--- src/rtl/pwm_steer_pkg.sv ---
package pwm_steer_pkg;

    // Invert bit for pin idx: even pins follow pol[1], odd pins follow pol[0].
    function automatic logic pin_invert(input logic [1:0] pol, input int unsigned idx);
        return (idx % 2 == 1) ? pol[0] : pol[1];
    endfunction

    // Reset value of the control register: pin A steered, all else zero.
    localparam logic [7:0] CFG_RESET = 8'h01;

endpackage

--- src/rtl/pwm_steer_regs.sv ---
module pwm_steer_regs #(
    parameter int unsigned PINS = 4,
    localparam int unsigned CW = $clog2(PINS),
    localparam int unsigned RW = PINS + 2 + CW
) (
    input  logic          clk,
    input  logic          rst_n,
    input  logic          wr_en,
    input  logic [RW-1:0] wr_data,
    input  logic          period_start,
    output logic [RW-1:0] shadow_cfg,
    output logic [RW-1:0] act_cfg
);
    import pwm_steer_pkg::*;

    localparam int unsigned SYNC_BIT = PINS;
    localparam int unsigned GAP_BIT  = PINS + 1;
    localparam logic [RW-1:0] KEEP_MASK = ~(RW'(1) << GAP_BIT);
    localparam logic [RW-1:0] RST_VAL  = RW'(CFG_RESET);

    typedef struct packed {
        logic [RW-1:0] shadow;
        logic [RW-1:0] active;
    } regs_t;

    regs_t         st_d, st_q;
    logic [RW-1:0] wval;

    always_comb begin
        st_d = st_q;
        wval = wr_data & KEEP_MASK;
        if (wr_en) begin
            st_d.shadow = wval;
            if (!wval[SYNC_BIT] || period_start) begin
                st_d.active = wval;
            end
        end else if (period_start && st_q.shadow[SYNC_BIT]) begin
            st_d.active = st_q.shadow;
        end
    end

    always_ff @(posedge clk) begin
        if (!rst_n) begin
            st_q.shadow <= RST_VAL;
            st_q.active <= RST_VAL;
        end else begin
            st_q <= st_d;
        end
    end

    assign shadow_cfg = st_q.shadow;
    assign act_cfg    = st_q.active;

endmodule

--- src/rtl/pwm_steer_pin.sv ---
module pwm_steer_pin #(
    parameter int unsigned PINS = 4,
    parameter int unsigned IDX  = 0,
    localparam int unsigned CW = $clog2(PINS)
) (
    input  logic          mode_ok,
    input  logic          pwm_in,
    input  logic          pwm_a,
    input  logic [1:0]    pol_sel,
    input  logic          steer_en,
    input  logic [CW-1:0] pair_code,
    input  logic          port_bit,
    output logic          drive,
    output logic          steered
);
    import pwm_steer_pkg::*;

    localparam logic [CW-1:0] MY_CODE = CW'(IDX);

    logic own_wave;

    always_comb begin
        own_wave = pwm_in ^ pin_invert(pol_sel, IDX);
        drive    = port_bit;
        steered  = 1'b0;
        if (mode_ok) begin
            if (pair_code == '0) begin
                steered = steer_en;
                drive   = steer_en ? own_wave : port_bit;
            end else if (IDX == 0) begin
                steered = 1'b1;
                drive   = own_wave;
            end else if (pair_code == MY_CODE) begin
                steered = 1'b1;
                drive   = ~pwm_a;
            end
        end
    end

endmodule

--- src/rtl/pwm_steer.sv ---
module pwm_steer #(
    parameter int unsigned PINS = 4,
    localparam int unsigned CW = $clog2(PINS),
    localparam int unsigned RW = PINS + 2 + CW
) (
    input  logic            clk,
    input  logic            rst_n,
    input  logic            wr_en,
    input  logic [RW-1:0]   wr_data,
    output logic [RW-1:0]   rd_data,
    input  logic            period_start,
    input  logic            pwm_mode_ok,
    input  logic            pwm_in,
    input  logic [1:0]      pol_sel,
    input  logic [PINS-1:0] port_val,
    output logic [PINS-1:0] pin_out,
    output logic [PINS-1:0] pin_steer
);
    import pwm_steer_pkg::*;

    logic [RW-1:0]   shadow_cfg;
    logic [RW-1:0]   act_cfg;
    logic [PINS-1:0] act_steer;
    logic [CW-1:0]   act_pair;
    logic            pwm_a;

    pwm_steer_regs #(.PINS(PINS)) u_regs (
        .clk          (clk),
        .rst_n        (rst_n),
        .wr_en        (wr_en),
        .wr_data      (wr_data),
        .period_start (period_start),
        .shadow_cfg   (shadow_cfg),
        .act_cfg      (act_cfg)
    );

    assign rd_data   = shadow_cfg;
    assign act_steer = act_cfg[PINS-1:0];
    assign act_pair  = act_cfg[RW-1 -: CW];
    assign pwm_a     = pwm_in ^ pin_invert(pol_sel, 0);

    for (genvar gi = 0; gi < PINS; gi++) begin : g_pin
        pwm_steer_pin #(.PINS(PINS), .IDX(gi)) u_pin (
            .mode_ok   (pwm_mode_ok),
            .pwm_in    (pwm_in),
            .pwm_a     (pwm_a),
            .pol_sel   (pol_sel),
            .steer_en  (act_steer[gi]),
            .pair_code (act_pair),
            .port_bit  (port_val[gi]),
            .drive     (pin_out[gi]),
            .steered   (pin_steer[gi])
        );
    end

endmodule

--- config.mk ---
export PLATFORM = sky130hd
export DESIGN_NAME = pwm_steer
export DESIGN_NICKNAME = d
export VERILOG_FILES = /design/src/rtl/pwm_steer_pkg.sv /design/src/rtl/pwm_steer_regs.sv /design/src/rtl/pwm_steer_pin.sv /design/src/rtl/pwm_steer.sv
export SDC_FILE = /design/constraint.sdc
export NUM_CORES = 1
export LEC_CHECK = 0
export BUFFER_PORTS_ARGS = -buffer_cell sky130_fd_sc_hd__buf_2
export CAP_MARGIN = 20
export CORE_ASPECT_RATIO = 0.7
export CORE_MARGIN = 5
export CORE_UTILIZATION = 41
export CTS_CLUSTER_SIZE = 20
export DETAILED_ROUTE_END_ITERATION = 7
export PLACE_DENSITY = 0.81
export SYNTH_ARGS = -nofsm -noshare
export SYNTH_HDL_FRONTEND = slang
export SYNTH_HIERARCHICAL = 1
export SYNTH_SLANG_ARGS = --single-unit
--- constraint.sdc ---
create_clock -name clk -period 1.25 [get_ports clk]
set_input_delay 0.25 -clock clk [delete_from_list [all_inputs] [get_ports clk]]
set_output_delay 0.25 -clock clk [all_outputs]
set_load 0.005 [all_outputs]
==> flow_summary.json <==
{
  "core.rowCount": 13,
  "finalNonFillerCells": 146,
  "grt_pass1_vias": 757,
  "dpl.cell_count": 141,
  "antenna_left": 0,
  "hpwl_um": 1430,
  "clkTransAtPathRegs_ns": 0.08,
  "worstPathMaxFanout": 3,
  "clock_latency_ns": 0.27,
  "path_cells": "o31a_1 -> mux2_4 -> buf_6",
  "die_y_um": 46.5,
  "first_pass_iters": 4,
  "syn_area_um2": 778,
  "layout.nets": 145,
  "violations": "negative setup slack",
  "peakVddDrop_v": 0.000788,
  "slowest_stage": "dfxtp_2",
  "syn-num-nets": 97,
  "p_per_area_mw_per_mm2": 875,
  "numCtsBuffers": 3,
  "grtUsageTotal": 0.151,
  "period_share": 1.27,
  "start_kind": "flop",
  "critPathArrivalTime_ns": 1.34,
  "antenna_cells": 0,
  "finalMaxSlewViolations": 0,
  "path_buf_inv": 1,
  "yosys_warnings": 6,
  "die_x_um": 62.1,
  "min_path_type": "input pin to flop",
  "gr-total-overflow": 0,
  "io_buffers": 33,
  "clockRootBuffer": "clkbuf_4",
  "leakage_nw": 0.554,
  "antenna_found_initial": 0,
  "via_per_inst": 4.87,
  "drt_iter0_drc": 13,
  "maxCapViolations": 0,
  "status": "finished with violations",
  "fmax_mhz": 629,
  "critPathKind": "flop to output pin",
  "drive_gt1_frac": 0.556,
  "drcViolationCount": 0,
  "syn_to_final_growth_pct": 47.3,
  "cts_buffer_depth": 2,
  "postSynthAreaPerCell_um2": 10.1,
  "nFillCells": 169,
  "rsz0062_at_grt": "true",
  "start_util": 0.423,
  "report.final.hold_viol_count": 0,
  "drt-total-wl_um": 1860,
  "htree_num_levels": 1,
  "finalCriticalPeriod_ns": 1.59,
  "fp.coreArea_mm2": 0.00184,
  "worstPathRequired_ns": 1.00,
  "utilization": 0.624,
  "slowest_delay_ns": 0.34,
  "grt_max_degree": 14,
  "fp.dieArea_mm2": 0.00288,
  "grt_pass1_wl_um": 3170,
  "pin_count": 36,
  "routedWlPerCell_um": 12.8,
  "setup_viol": 8,
  "crit_family": "flip-flops",
  "pre_cts_slack_ns": -0.0975,
  "fin_ws_ns": -0.340,
  "cts_tree": "done",
  "skew_ns": 0.00440,
  "gp_congestion": 0.732,
  "endpoint_kind": "output pin",
  "synth_cells": 77,
  "cts_sinks": 13,
  "num_vias": 711
}
[final timing paths]
| path | cells past startpoint | endpoint | slack [ns] | start |
|---|---|---|---|---|
| min reg2reg | 2 | u_regs/shadow_cfg[0] | 0.53 | u_regs/shadow_cfg[0] |
| max reg2reg | 3 | u_regs/act_cfg[3] | 0.09 | u_regs/shadow_cfg[4] |
| min | 3 | u_regs/shadow_cfg[0] | 0.23 | wr_data[0] |
| max | 3 | pin_out[0] | -0.34 | u_regs/act_cfg[7] |
[tightest hold or removal path: stages]
cell,delay [ns]
buf_2,0.08
mux2i_1,0.06
nand2_1,0.08
[layout by cell type (no fill, tap or decap), drive strengths merged, types with 4 or more instances in the layout]
cell / instances
and2: 5
dfxtp: 13
nor2b: 7
a21oi: 4
mux2i: 7
xor2: 5
buf: 46
mux2: 7
nor2: 4
[power by group]
part	total, W	switching [W]	internal, W
combinational	0.000294	0.000124	0.000170
clock	0.000252	0.000133	0.000118
sequential	0.000457	0.0000183	0.000439
[routing by layer]
layer	track usage	up-vias	wire length (um)
met5	0	-	0
met4	0.0254	0	14
met3	0.0532	2	99
met2	0.269	16	970
met1	0.175	332	778
li1	-	361	-
[cell type report]
cell class                      instances  area [um2]  share of cell area
Timing Repair Buffer                   46         304               0.265
Tap cell                               22        27.5              0.0240
Inverter                                1        3.75             0.00328
Clock buffer                            3        22.5              0.0197
Clock inverter                          1        5.00             0.00437
Sequential cell                        13         265               0.231
Multi-Input combinational cell         60         518               0.452
[repair_timing]
| action | 4_1_cts | 5_1_grt |
|---|---|---|
| setup buffers | 2 | 0 |
| hold endpoints to repair | 0 | 0 |
| hold buffers | 0 | 0 |
| endpoints found under the setup margin | 8 | 8 |
| resized for setup | 14 | 0 |
| pin swaps | 5 | 0 |
[state kept, by name (all words and copies together) (netlist names)]
| signal | flops |
|---|---|
| u_regs/shadow_cfg | 7 |
| u_regs/act_cfg | 6 |
[stage by stage]
stage	TNS (ns)	power [W]	area [um2]	hold WS [ns]
finish	-1.85	0.00100	1150	0.231
global route	-2.45	0.00108	1150	0.229
CTS	-1.87	0.00102	1150	0.226
detailed placement	-0.249	0.000726	1050	0.505
global placement	-0.125	0.000717	1050	0.473
floorplan	0	0.000601	778	0.393
No activity file was read; power rests on OpenSTA's default activity.
